### src/rtl/pic_pkg.sv
package pic_pkg;
  localparam int PIC_LW = 3;

  typedef enum logic {SEL_IRR = 1'b0, SEL_ISR = 1'b1} rd_sel_e;

  typedef struct packed {
    logic              init;
    logic              spc4;
    logic              eoi_top;
    logic              eoi_lvl;
    logic              rot_top;
    logic              set_bot;
    logic              smm_on;
    logic              smm_off;
    logic              poll;
    logic              sel_wr;
    logic              sel_isr;
    logic [PIC_LW-1:0] lvl;
  } pic_cmd_t;
endpackage

### src/rtl/pic_cmd_decode.sv
module pic_cmd_decode
  import pic_pkg::*;
#(
  parameter int DW = 8
) (
  input  logic          we,
  input  logic [DW-1:0] d,
  output pic_cmd_t      cmd
);
  always_comb begin
    cmd = '0;
    if (we) begin
      if (d[4]) begin
        cmd.init = 1'b1;
        cmd.spc4 = d[2];
      end else if (!d[3]) begin
        cmd.lvl = d[PIC_LW-1:0];
        case (d[7:5])
          3'b001: cmd.eoi_top = 1'b1;
          3'b011: cmd.eoi_lvl = 1'b1;
          3'b101: begin cmd.eoi_top = 1'b1; cmd.rot_top = 1'b1; end
          3'b111: begin cmd.eoi_lvl = 1'b1; cmd.set_bot = 1'b1; end
          3'b110: cmd.set_bot = 1'b1;
          default: ;
        endcase
      end else begin
        cmd.smm_on  = (d[6:5] == 2'b11);
        cmd.smm_off = (d[6:5] == 2'b10);
        cmd.poll    = d[2];
        cmd.sel_wr  = d[1];
        cmd.sel_isr = d[0];
      end
    end
  end
endmodule

### src/rtl/pic_rot_find.sv
module pic_rot_find #(
  parameter int N  = 8,
  parameter int LW = $clog2(N)
) (
  input  logic [N-1:0]  vec,
  input  logic [LW-1:0] bottom,
  output logic          valid,
  output logic [LW-1:0] idx,
  output logic [LW-1:0] rank
);
  logic [LW-1:0] pos;

  // Scan from lowest to highest priority so the last hit is the winner.
  always_comb begin
    valid = 1'b0;
    idx   = '0;
    pos   = '0;
    for (int k = N; k >= 1; k--) begin
      pos = bottom + LW'(k);
      if (vec[pos]) begin
        valid = 1'b1;
        idx   = pos;
      end
    end
    rank = idx - bottom - LW'(1);
  end

  always_comb begin
    if (valid) a_r3_pick_is_set: assert (vec[idx]);
    if (!valid) a_r3_none_means_empty: assert (vec == '0);
  end
endmodule

### src/rtl/prio_irq_ctrl.sv
module prio_irq_ctrl
  import pic_pkg::*;
#(
  parameter int N_LINES = 8,
  parameter int DW      = 8
) (
  input  logic          clk,
  input  logic          rst,
  input  logic          wr_en,
  input  logic          rd_en,
  input  logic          addr,
  input  logic [DW-1:0] wdata,
  output logic [DW-1:0] rdata,
  input  logic [N_LINES-1:0] irq_in,
  input  logic          int_ack,
  output logic          int_out,
  output logic [DW-1:0] vec_addr
);
  localparam int LW = $clog2(N_LINES);

  logic [N_LINES-1:0] irr_q, isr_q, mask_q, irr_n, isr_n, req_eff;
  logic [LW-1:0]      bot_q, bot_n;
  logic               smm_q, poll_q, sp4_q, expb_q;
  rd_sel_e            sel_q;
  logic [DW-1:0]      base_q, vec_off, poll_word;
  pic_cmd_t           cmd;

  logic          r_v, s_v, win_ok, ack_do;
  logic [LW-1:0] r_idx, r_rank, s_idx, s_rank;
  logic [LW-1:0] cmd_lvl;

  pic_cmd_decode #(.DW(DW)) u_dec (.we(wr_en & ~addr), .d(wdata), .cmd(cmd));

  assign cmd_lvl = LW'(cmd.lvl);
  assign req_eff = (irr_q & ~mask_q) & (smm_q ? ~isr_q : {N_LINES{1'b1}});

  pic_rot_find #(.N(N_LINES), .LW(LW)) u_req (
    .vec(req_eff), .bottom(bot_q), .valid(r_v), .idx(r_idx), .rank(r_rank));
  pic_rot_find #(.N(N_LINES), .LW(LW)) u_isr (
    .vec(isr_q), .bottom(bot_q), .valid(s_v), .idx(s_idx), .rank(s_rank));

  assign win_ok  = r_v && (smm_q || !s_v || (r_rank < s_rank));
  assign ack_do  = int_ack && win_ok;
  assign vec_off = sp4_q ? (DW'(r_idx) << 2) : (DW'(r_idx) << 3);

  always_comb begin
    poll_word = '0;
    if (win_ok) begin
      poll_word[DW-1]   = 1'b1;
      poll_word[LW-1:0] = r_idx;
    end
  end

  always_comb begin
    isr_n = isr_q;
    if (cmd.eoi_top && s_v) isr_n[s_idx] = 1'b0;
    if (cmd.eoi_lvl) isr_n[cmd_lvl] = 1'b0;
    if (ack_do) isr_n[r_idx] = 1'b1;
    if (cmd.init) isr_n = '0;

    irr_n = irr_q;
    if (ack_do) irr_n[r_idx] = 1'b0;
    irr_n = irr_n | irq_in;

    bot_n = bot_q;
    if (cmd.rot_top && s_v) bot_n = s_idx;
    if (cmd.set_bot) bot_n = cmd_lvl;
    if (cmd.init) bot_n = LW'(N_LINES - 1);
  end

  always_ff @(posedge clk) begin
    if (rst) begin
      irr_q    <= '0;
      isr_q    <= '0;
      mask_q   <= '0;
      bot_q    <= LW'(N_LINES - 1);
      smm_q    <= 1'b0;
      poll_q   <= 1'b0;
      sp4_q    <= 1'b0;
      expb_q   <= 1'b0;
      sel_q    <= SEL_IRR;
      base_q   <= '0;
      int_out  <= 1'b0;
      vec_addr <= '0;
      rdata    <= '0;
    end else begin
      irr_q   <= irr_n;
      isr_q   <= isr_n;
      bot_q   <= bot_n;
      int_out <= win_ok;
      if (ack_do) vec_addr <= base_q + vec_off;

      if (wr_en && addr) begin
        if (expb_q) begin
          base_q <= wdata;
          expb_q <= 1'b0;
        end else begin
          mask_q <= wdata[N_LINES-1:0];
        end
      end

      if (cmd.init) begin
        mask_q <= '0;
        expb_q <= 1'b1;
        sp4_q  <= cmd.spc4;
        smm_q  <= 1'b0;
        sel_q  <= SEL_IRR;
        poll_q <= 1'b0;
      end
      if (cmd.smm_on)  smm_q <= 1'b1;
      if (cmd.smm_off) smm_q <= 1'b0;
      if (cmd.sel_wr)  sel_q <= cmd.sel_isr ? SEL_ISR : SEL_IRR;
      if (cmd.poll)    poll_q <= 1'b1;

      if (rd_en) begin
        if (addr) begin
          rdata <= DW'(mask_q);
        end else if (poll_q) begin
          rdata  <= poll_word;
          poll_q <= 1'b0;
        end else begin
          rdata <= (sel_q == SEL_ISR) ? DW'(isr_q) : DW'(irr_q);
        end
      end
    end
  end

  a_r2_mask_write: assert property (@(posedge clk) disable iff (rst)
    (wr_en && addr && !expb_q) |=> (mask_q == $past(wdata[N_LINES-1:0])));

  a_r1_init_clears: assert property (@(posedge clk) disable iff (rst)
    (wr_en && !addr && wdata[4] && !int_ack) |=> (isr_q == '0 && mask_q == '0));

  a_r6_spec_eoi: assert property (@(posedge clk) disable iff (rst)
    (wr_en && !addr && wdata[7:3] == 5'b01100 && !int_ack)
      |=> !isr_q[$past(wdata[LW-1:0])]);

  a_r3_ack_moves: assert property (@(posedge clk) disable iff (rst)
    (int_ack && win_ok) |=> isr_q[$past(r_idx)]);
endmodule

### config.mk
export PLATFORM = sky130hd
export DESIGN_NAME = prio_irq_ctrl
export DESIGN_NICKNAME = d
export VERILOG_FILES = /design/src/rtl/pic_pkg.sv /design/src/rtl/pic_cmd_decode.sv /design/src/rtl/pic_rot_find.sv /design/src/rtl/prio_irq_ctrl.sv
export SDC_FILE = /design/constraint.sdc
export NUM_CORES = 1
export LEC_CHECK = 0
export BUFFER_PORTS_ARGS = -buffer_cell sky130_fd_sc_hd__buf_2
export CAP_MARGIN = 10
export CELL_PAD_IN_SITES_DETAIL_PLACEMENT = 0
export CELL_PAD_IN_SITES_GLOBAL_PLACEMENT = 1
export CORE_MARGIN = 4
export CORE_UTILIZATION = 50
export DETAILED_ROUTE_END_ITERATION = 12
export PLACE_DENSITY = 0.95
export SYNTH_ARGS = -nofsm -noshare
export SYNTH_HDL_FRONTEND = slang
export SYNTH_SLANG_ARGS = --single-unit
### constraint.sdc
create_clock -name clk -period 11.54 [get_ports clk]
set_clock_uncertainty 0.15 [all_clocks]
set_input_delay 2.308 -clock clk [delete_from_list [all_inputs] [get_ports clk]]
set_output_delay 2.308 -clock clk [all_outputs]
set_load 0.05 [all_outputs]
# Word level (Yosys, flattened, before mapping)
# Index checks and enable logic that the tools add are counted.
# totals
register_bits	57
input_bits	22
output_inout_bits	17
elab_cells	188
# classes
n_addsub	12
n_lt_le_gt_ge	15
n_eq_ne	7
n_mux	104
bitwise_logic	15
reduce_logical	22
# ops
op	n
2-to-1 mux 8 bit	8
2-to-1 mux 3 bit	20
2-to-1 mux 1 bit	51
binary-select mux 1 bit (select 3 bit)	16
less-than comparator 3 x 4 -> 1 bit, second input constant	11
bitwise AND 8 bit	5
inverter 8 bit	5
OR 8 bit	2
2-to-1 mux 14 bit	1
adder 3 bit, second input constant	4
2-to-1 mux 12 bit	1
OR reduction 2 bit	5
demux 1 bit (select 3 bit)	3
equality test 3 bit, second input constant	3
greater-or-equal comparator 3 x 1 -> 1 bit, second input constant	3
adder 8 x 6 -> 8 bit	1
logical AND 1 bit	8
nonzero test 2 bit	4
adder 3 x 2 -> 3 bit, second input constant	2
2-to-1 mux 6 bit	1
subtractor 3 x 1 -> 3 bit, second input constant	2
subtractor 3 bit	2
2-to-1 mux 5 bit	1
equality test 2 bit, second input constant	2
other kinds (11)	14

# Logic depth before layout (Yosys ltp)
# Gate-level depths: netlist of run 1.
# logic_depth
word_depth	21
ltp_mapped	26
ltp_nobuf	21

# Cells and area by module
# A second synthesis of run 1 with hierarchy kept.
# hier_totals
cells_unflattened	542
hier_area_um2	4668.2
# by_module_without_submodules
mod	n_inst	cells_each	area_each_um2	seq_area_each_um2
prio_irq_ctrl	1	326	2806.4	1141.1
pic_rot_find	2	96	845.8	0.0
pic_cmd_decode	1	24	170.2	0.0

# Worst setup path before layout of run 1
# OpenSTA, ideal clock, no wires.
# synth_timing
kind	flip-flop to flip-flop
from	register bot_q[0]
to	register irr_q[2]
setup_ns	0.120
arrival_time_ns	5.192
required_ns	11.270
path_slack_ns	6.078
path_stages_with_launch	26
path_buffers	4
synth_period_minus_slack_ns	5.462
path_cell_list	dfxtp_1 -> buf_2 -> inv_1 -> buf_6 -> ha_1 -> buf_2 -> clkbuf_1 -> mux4_2 -> mux2_2 -> o221a_2 -> o21a_1 -> o21a_1 -> o21ai_0 -> o21ai_0 -> inv_1 -> ha_1 -> fa_1 -> inv_1 -> ha_1 -> a21o_1 -> a21oi_1 -> nor3_1 -> nor2_1 -> nand2_1 -> or3b_4 -> o31a_1
# synth_between
elab_chain_cells	18
elab_cells_between_ends	90
cone_classes	add/sub: 11; order compare: 3; mux: 67; bitwise: 3; reduce/logical: 6
# synth_lines
element	line	source
start: declaration	prio_irq_ctrl.sv:22	logic [LW-1:0] bot_q, bot_n;
start signal: assignment	prio_irq_ctrl.sv:76	bot_q <= LW'(N_LINES - 1);
start signal: assignment	prio_irq_ctrl.sv:89	bot_q <= bot_n;
adder 3 bit / binary-select mux 1 bit (select 3 bit) (equally long branches)	pic_rot_find.sv:19, pic_rot_find.sv:20	
binary-select mux 1 bit (select 3 bit) / 2-to-1 mux 1 bit (equally long branches)	pic_rot_find.sv:20	if (vec[pos]) begin
2-to-1 mux 1 bit (not written as such) / 2-to-1 mux 3 bit (equally long branches)	pic_rot_find.sv:20	
2-to-1 mux 3 bit (7 in a row)	pic_rot_find.sv:20	
subtractor 3 bit (tied with other cells)	pic_rot_find.sv:25	rank = idx - bottom - LW'(1);
subtractor 3 x 1 -> 3 bit / logical AND 1 bit (equally long branches)	pic_rot_find.sv:25, prio_irq_ctrl.sv:62	
less-than comparator 3 bit / 2-to-1 mux 1 bit (equally long branches)	prio_irq_ctrl.sv:42, prio_irq_ctrl.sv:62	
logical OR 1 bit / demux 1 bit (select 3 bit) (equally long branches)	prio_irq_ctrl.sv:42, prio_irq_ctrl.sv:62	
logical AND 1 bit / inverter 8 bit (equally long branches)	n/a	
logical AND 1 bit / bitwise AND 8 bit (equally long branches)	n/a	
2-to-1 mux 8 bit (*)	prio_irq_ctrl.sv:62	if (ack_do) irr_n[r_idx] = 1'b0;
OR 8 bit (*)	prio_irq_ctrl.sv:63	irr_n = irr_n | irq_in;
end signal: assignment	prio_irq_ctrl.sv:87	irr_q <= irr_n;
end: declaration	prio_irq_ctrl.sv:21	logic [N_LINES-1:0] irr_q, isr_q, mask_q, irr_n, isr_n, req_eff;
# Mark *: on every way between the ends. The rest lies on a longest branch, timed or not. The select of a mux whose other input is x is not followed.
# A chain may end at the register's enable or synchronous reset.

# Worst setup path after layout of run 1
# layout_timing
from	register bot_q[1]
to	register irr_q[2]
# The elaborated chain is that of the path after synthesis.

==> impl_metrics.csv, run 1 <==
group,metric,value,unit
layout,drive_gt1_frac,0.180,
synthesis,synth_compound_area_frac,0.216,
synthesis,ys_seq_area_frac,0.252,
setup_path,reg2reg_depth,20,
setup_path,critPathLaunchType,"register",
power_and_ir_drop,p_leak,0.00200,uW
synthesis,async_reset_ff_frac,0,
global_route,grt_pass1_vias,4102,
synthesis,synth_fp_nets,572,
power_and_ir_drop,p_switching,265,uW
timing,tightest_slew,1.01,ns
timing,fin_crit,7.13,ns
synthesis,yosys.area_share.simple,0.219,
setup_path,r2r_setup_slack,4.41,ns
place,dpl_cell_area,4700,um2
place,port_buffers,38,
synthesis,synth_warnings,0,
clock_network,numClockSinks,57,
clock_network,cts_tree,"yes",
min_path,hold_depth,2,
setup_path,reg2reg_from,"bot_q[1]$_SDFFE_PP1P_",
setup_path,crit_chain,"inv_2 -> ha_1 -> mux4_2 -> mux2_2 -> o21a_1 -> o21ai_0 -> nand2_1 -> o21ai_0 -> inv_1 -> ha_1 -> fa_1 -> xor2_1 -> xnor2_1 -> ha_1 -> a21oi_1 -> nor3_1 -> nor2_1 -> nand2_1 -> or3b_4 -> o31a_1",
global_route,grt_pass1_wl,21.0,mm
route,drc_errors,0,
floorplanning,rows,34,
layout,fill_cells,817,
clock_network,h-tree-depth,3,
route,routed_wl,12.8,mm
floorplanning,ioPinCount,39,
min_path,hold_start,"mask_q[2]$_SDFFE_PP0P_",
power_and_ir_drop,max-vdd-ir-drop,0.117,mV
layout,fin_area,4930,um2
synthesis,yosys.area.top_type,"dfxtp_1",
global_route,overflow,0,
setup_path,crit_slowest_cell,"dfxtp_1",
route,post_drt_wl_per_cell,19.2,um
global_route,grt_usage,0.256,
synthesis,synthXorXnorAreaFrac,0.0252,
clock_network,cts_resized,0,
clock_network,ctsHoldBuffers,0,
outcome,outcome,"completed",
timing,setup_tns,0,ns
synthesis,synth_top_area_frac,0.252,
synthesis,synthTopCellsByArea,"dfxtp_1, mux4_2, mux2i_1, nand2_1, nor2_1",
layout,area_growth,9.08,%
route,first_iter_violations,309,
route,avgViaCountPerCell,6.52,
timing,setup_viol,0,
setup_path,crit_type,"register to register",
power_and_ir_drop,p_int,444,uW
global_route,antenna_found_initial,0,
min_path,hold_path_class,"register to register",
setup_path,cp-end-kind,"register",
power_and_ir_drop,clkPwrFrac,0.304,
synthesis,synth_edf_count,0,
timing,hold_viol,0,
synthesis,synth_cell_types,67,
synthesis,synth_top_family_by_area,"simple AND/OR/NAND/NOR gates",
power_and_ir_drop,p_per_area,144,nW/um2
timing,slew_headroom,0.328,
synthesis,syn_area_per_cell,8.42,um2
power_and_ir_drop,p_seq_frac,0.328,
synthesis,synth-seq-cells,57,
synthesis,synth_mux_area_frac,0.202,
place,dpl.cell_count,652,
floorplanning,die_area,10600,um2
synthesis,synth-adder-area-share,0.0410,
synthesis,synth_ff_type,"dfxtp_1",
clock_network,cts-root-buf,"clkbuf_8",
run,drv_cap,0,
timing,drv_slew,0,
route,vias,4354,
timing,rsz0062_at_grt,"false",
place,finalWeightedCongestion,0.963,
floorplanning,die_y,103,um
place,dpl.hpwl,9.45,mm
setup_path,arrival,7.22,ns
floorplanning,floorplan.initialDensity,0.516,
timing,whs,0.321,ns
clock_network,post_cts_buffers,0,
timing,min_period_over_period,0.618,
route,firstDrtPassIters,5,
power_and_ir_drop,power_switching_share,0.373,
clock_network,cts_buffer_depth,2,
clock_network,clkTransAtPathRegs,0.07,ns
synthesis,synthCells,537,
layout,diodes,0,
timing,timing.fmax,0.140,GHz
route,ant_nets,0,
floorplanning,die_w,103,um
clock_network,cts_buffers,9,
power_and_ir_drop,pwr-share-comb,0.368,
setup_path,worstPathMaxFanout,22,
layout,nNetsFinal,590,
setup_path,cpPeakStageDelay,0.91,ns
setup_path,cpMostUsedCell,"ha_1",
clock_network,worstSkewPairLatency,0.35,ns
layout,final-instance-count-excl-fill,668,
setup_path,cp-startpoint,"bot_q[1]$_SDFFE_PP1P_",
synthesis,netlist_area,4520,um2
global_route,grt_max_degree,40,
setup_path,critical_path_required,11.63,ns
floorplanning,core,8760,um2
-- synth_stat cells, drive strengths merged, types with 2 or more instances --
cell type  number
a211o           2
a211oi         15
a21o            4
a21oi          36
a221oi          4
a22oi           5
a31oi           4
and2            8
and3            3
and3b           3
buf            15
clkbuf         18
dfxtp          57
fa              3
ha             10
inv            12
mux2           13
mux2i          29
mux4           21
nand2          66
nand2b         10
nand3           9
nand3b          5
nand4           8
nand4b          2
nor2           61
nor2b           7
nor3           10
nor3b           2
nor4b           2
o2111ai         2
o211ai         12
o21a            5
o21ai          21
o22ai           6
o31a            6
o32ai           7
or3             3
xnor2           9
xor2            4
-- path summary, 6_finish.rpt --
kind | endpoint
hold reg to reg | mask_q[2]$_SDFFE_PP0P_
hold / removal | mask_q[2]$_SDFFE_PP0P_
setup / recovery | irr_q[2]$_SDFF_PP0_
setup reg to reg | irr_q[2]$_SDFF_PP0_
-- layout by cell type, fill, tap and decap left out, types with 6 or more instances in the layout --
| cell type | synthesis | final |
|---|---|---|
| nor3_1 | 10 | 10 |
| mux2i_1 | 29 | 29 |
| buf_2 | 10 | 38 |
| nand3_1 | 9 | 9 |
| nand4_1 | 8 | 8 |
| and2_1 | 6 | 6 |
| inv_1 | 10 | 10 |
| o211ai_1 | 12 | 12 |
| xnor2_1 | 9 | 9 |
| clkbuf_8 | 0 | 11 |
| o22ai_1 | 6 | 6 |
| nand2_1 | 66 | 66 |
| o31a_1 | 6 | 6 |
| o21ai_0 | 19 | 19 |
| nor2b_1 | 7 | 7 |
| a211oi_1 | 14 | 14 |
| ha_1 | 10 | 10 |
| nand2b_1 | 10 | 10 |
| mux4_2 | 21 | 21 |
| a21oi_1 | 36 | 36 |
| mux2_2 | 12 | 12 |
| dfxtp_1 | 57 | 57 |
| nor2_1 | 61 | 61 |
-- through the flow --
stage / setup WS [ns] / util / total power, uW
5_1_grt: 3.78 / 0.563 / 747
4_1_cts: 4.41 / 0.563 / 707
3_3_place_gp: 4.64 / 0.537 / 486
3_5_place_dp: 4.45 / 0.537 / 492
2_1_floorplan: 6.08 / - / 429
6_report: 4.41 / 0.563 / 709
-- flip-flops by register name (all words and copies together), names as in the netlist, 3 cells and up --
signal	flops
isr_q	8
mask_q	8
base_q	8
rdata	8
bot_q	3
vec_addr	8
irr_q	8
-- per-layer routing --
metal / global-route usage / up-vias / wire (um)
li1: - / 2027 / -
met1: 0.347 / 2075 / 5420
met2: 0.402 / 225 / 6050
met3: 0.0555 / 27 / 1060
met4: 0.0946 / 0 / 310
met5: 0 / - / 0
-- power by group through the flow --
stage / combinational [uW] / sequential [uW] / clock, uW
after global placement: 252 / 234 / 0
after floorplan: 180 / 249 / 0
after global routing: 285 / 234 / 229
after detailed placement: 256 / 236 / 0
final: 261 / 232 / 215
after CTS: 258 / 231 / 218
-- cell type report --
class | count | area, um2 | area share
Inverter | 12 | 45.0 | 0.00913
Sequential cell | 57 | 1140 | 0.231
Timing Repair Buffer | 40 | 205 | 0.0416
Tap cell | 108 | 135 | 0.0274
Clock inverter | 5 | 77.6 | 0.0157
Clock buffer | 11 | 151 | 0.0307
Multi-Input combinational cell | 435 | 3180 | 0.644
-- cell families after synthesis --
| family | after synthesis |
|---|---|
| and+or+nand+nor | 205 |
| DFF | 57 |
| AOI/OAI and AO/OA | 141 |
| adders and majority gates | 13 |
| xor gates and xnor gates | 13 |
| muxes | 63 |
| buffers and inverters | 45 |
-- critical path: cells and delay by family, from the launching register on --
family	cells	cell delay, ns
AOI/OAI and AO/OA	5	1.09
muxes	2	0.99
adders and majority gates	4	1.74
buffers and inverters	2	0.46
xor gates and xnor gates	2	0.34
DFF	1	0.91
and+or+nand+nor	5	1.34
Power figures use the tool's default switching activity.
==> inputs of run 2 (changes only) <==
CORE_UTILIZATION = 42   (was 50)
PLACE_DENSITY = 0.89   (was 0.95)
clock period = 5.7 ns   (was 11.54 ns; I/O delays follow)
==> run 2 against run 1 <==
Effect of this change:
- non-clock buffer count up 18
- via count up 0.44%
- largest cell class unchanged
- combinational power up 120%
- routed wire length up 3.1%
- first-iteration DRC count up 13%
- die area up 18%
- final cell count up 6.9%
- utilization down 7.2 points
- critical endpoint is now irr_q[6]$_SDFF_PP0_
- flip-flop and latch count unchanged
- worst hold slack worse by 0.0033 ns
==> impl_metrics.csv, run 2 (synthesis results as in run 1) <==
group,metric,value,unit
outcome,outcome,"completed",
timing,setup_tns,0,ns
global_route,overflow,0,
global_route,grt_pass1_vias,4169,
place,port_buffers,38,
timing,min_period_over_period,0.934,
setup_path,arrival,5.41,ns
timing,timing.fmax,0.188,GHz
timing,rsz0062_at_grt,"false",
floorplanning,rows,37,
layout,final_cell_mix,"nand2_1, nor2_1, dfxtp_1",
layout,nNetsFinal,608,
run,drv_cap,0,
timing,hold_viol,0,
floorplanning,die_y,112,um
route,firstDrtPassIters,5,
place,finalWeightedCongestion,0.954,
layout,finish.utilization,0.491,
global_route,grt_usage,0.208,
floorplanning,ioPinCount,39,
timing,tightest_slew,0.778,ns
setup_path,crit_type,"register to register",
clock_network,cts_tree,"yes",
route,vias,4373,
setup_path,critPathLaunchType,"register",
power_and_ir_drop,max-vdd-ir-drop,0.213,mV
timing,drv_slew,0,
clock_network,cts_buffers,9,
route,first_iter_violations,350,
timing,slew_headroom,0.481,
route,ant_nets,0,
place,dpl.hpwl,10.0,mm
clock_network,numClockSinks,57,
timing,setup_viol,0,
floorplanning,floorplan.initialDensity,0.434,
setup_path,cp-end-kind,"register",
clock_network,clkTransAtPathRegs,0.07,ns
route,drc_errors,0,
route,avgViaCountPerCell,6.12,
global_route,grt_pass1_wl,21.2,mm
layout,drive_gt1_frac,0.213,
floorplanning,core,10400,um2
clock_network,ctsHoldBuffers,0,
layout,layout_commonest_cell,"nand2_1",
clock_network,h-tree-depth,3,
route,post_drt_wl_per_cell,18.5,um
layout,area_growth,13.1,%
clock_network,cts-root-buf,"clkbuf_8",
global_route,grt_max_degree,40,
power_and_ir_drop,p_per_area,285,nW/um2
place,dpl_cell_area,4840,um2
floorplanning,die_area,12500,um2
floorplanning,die_w,112,um
timing,fin_crit,5.33,ns
route,routed_wl,13.2,mm
clock_network,worstSkewPairLatency,0.34,ns
layout,diodes,0,
min_path,hold_path_class,"register to register",
setup_path,worstPathMaxFanout,10,
clock_network,cts_buffer_depth,2,
power_and_ir_drop,p_leak,0.00210,uW
global_route,antenna_found_initial,0,
layout,fin_area,5110,um2
setup_path,critical_path_required,5.79,ns
==> run 2: timing repair <==
action,CTS,global route
buffers inserted,0,5
gates resized for setup,0,5
setup endpoints to repair,0,12
endpoints found under the hold margin,0,0
==> run 2: worst max-delay path, stage by stage, from the launching register on <==
cell and delay (ns):
dfxtp_1 0.35, inv_2 0.05, ha_2 0.32, buf_4 0.18, mux4_2 0.42, mux2_2 0.18
a2bb2oi_2 0.16, nand4_1 0.10, and4b_1 0.22, or4_4 0.63, ha_1 0.24, fa_1 0.37
xnor2_1 0.15, xnor2_1 0.16, ha_1 0.30, a21oi_1 0.13, nor3_1 0.07, nor2_1 0.23
nand2_2 0.13, or3b_4 0.42, o31a_1 0.25
==> run 2: layer usage <==
metal,up-vias,wire length (um),GRT usage
li1,2076,-,-
met1,2124,5790,0.275
met2,151,6390,0.349
met3,22,810,0.0337
met4,0,248,0.0649
met5,-,0,0
==> run 2: worst paths after layout <==
| path | startpoint | end | slack, ns | cells past startpoint |
|---|---|---|---|---|
| max reg2reg | bot_q[1]$_SDFFE_PP1P_ | irr_q[6]$_SDFF_PP0_ | 0.37 | 20 |
| max | bot_q[1]$_SDFFE_PP1P_ | irr_q[6]$_SDFF_PP0_ | 0.37 | 20 |
| min | mask_q[2]$_SDFFE_PP0P_ | mask_q[2]$_SDFFE_PP0P_ | 0.32 | 2 |
| min reg2reg | mask_q[2]$_SDFFE_PP0P_ | mask_q[2]$_SDFFE_PP0P_ | 0.32 | 2 |
==> run 2: power breakdown <==
group,switching (uW),internal [uW]
Sequential,32.7,429
Combinational,343,230
Clock,167,257
Total,542,917
==> run 2: stage by stage <==
| step | power (uW) | hold slack (ns) | worst slack, ns | std cells |
|---|---|---|---|---|
| after floorplan | 869 | 0.286 | 0.238 | 537 |
| after global placement | 1010 | 0.305 | 0.421 | 693 |
| after detailed placement | 1020 | 0.309 | 0.283 | 693 |
| after CTS | 1440 | 0.318 | 0.284 | 709 |
| after global routing | 1540 | 0.326 | 0.0207 | 714 |
| final | 1460 | 0.318 | 0.374 | 714 |
==> run 2: final cells by class <==
type	instances	area (um2)
Inverter	12	45.0
Tap cell	136	170
Clock buffer	11	141
Clock inverter	5	78.8
Sequential cell	57	1140
Fill cell	1045	5300
Multi-Input combinational cell	435	3200
Timing Repair Buffer	58	340
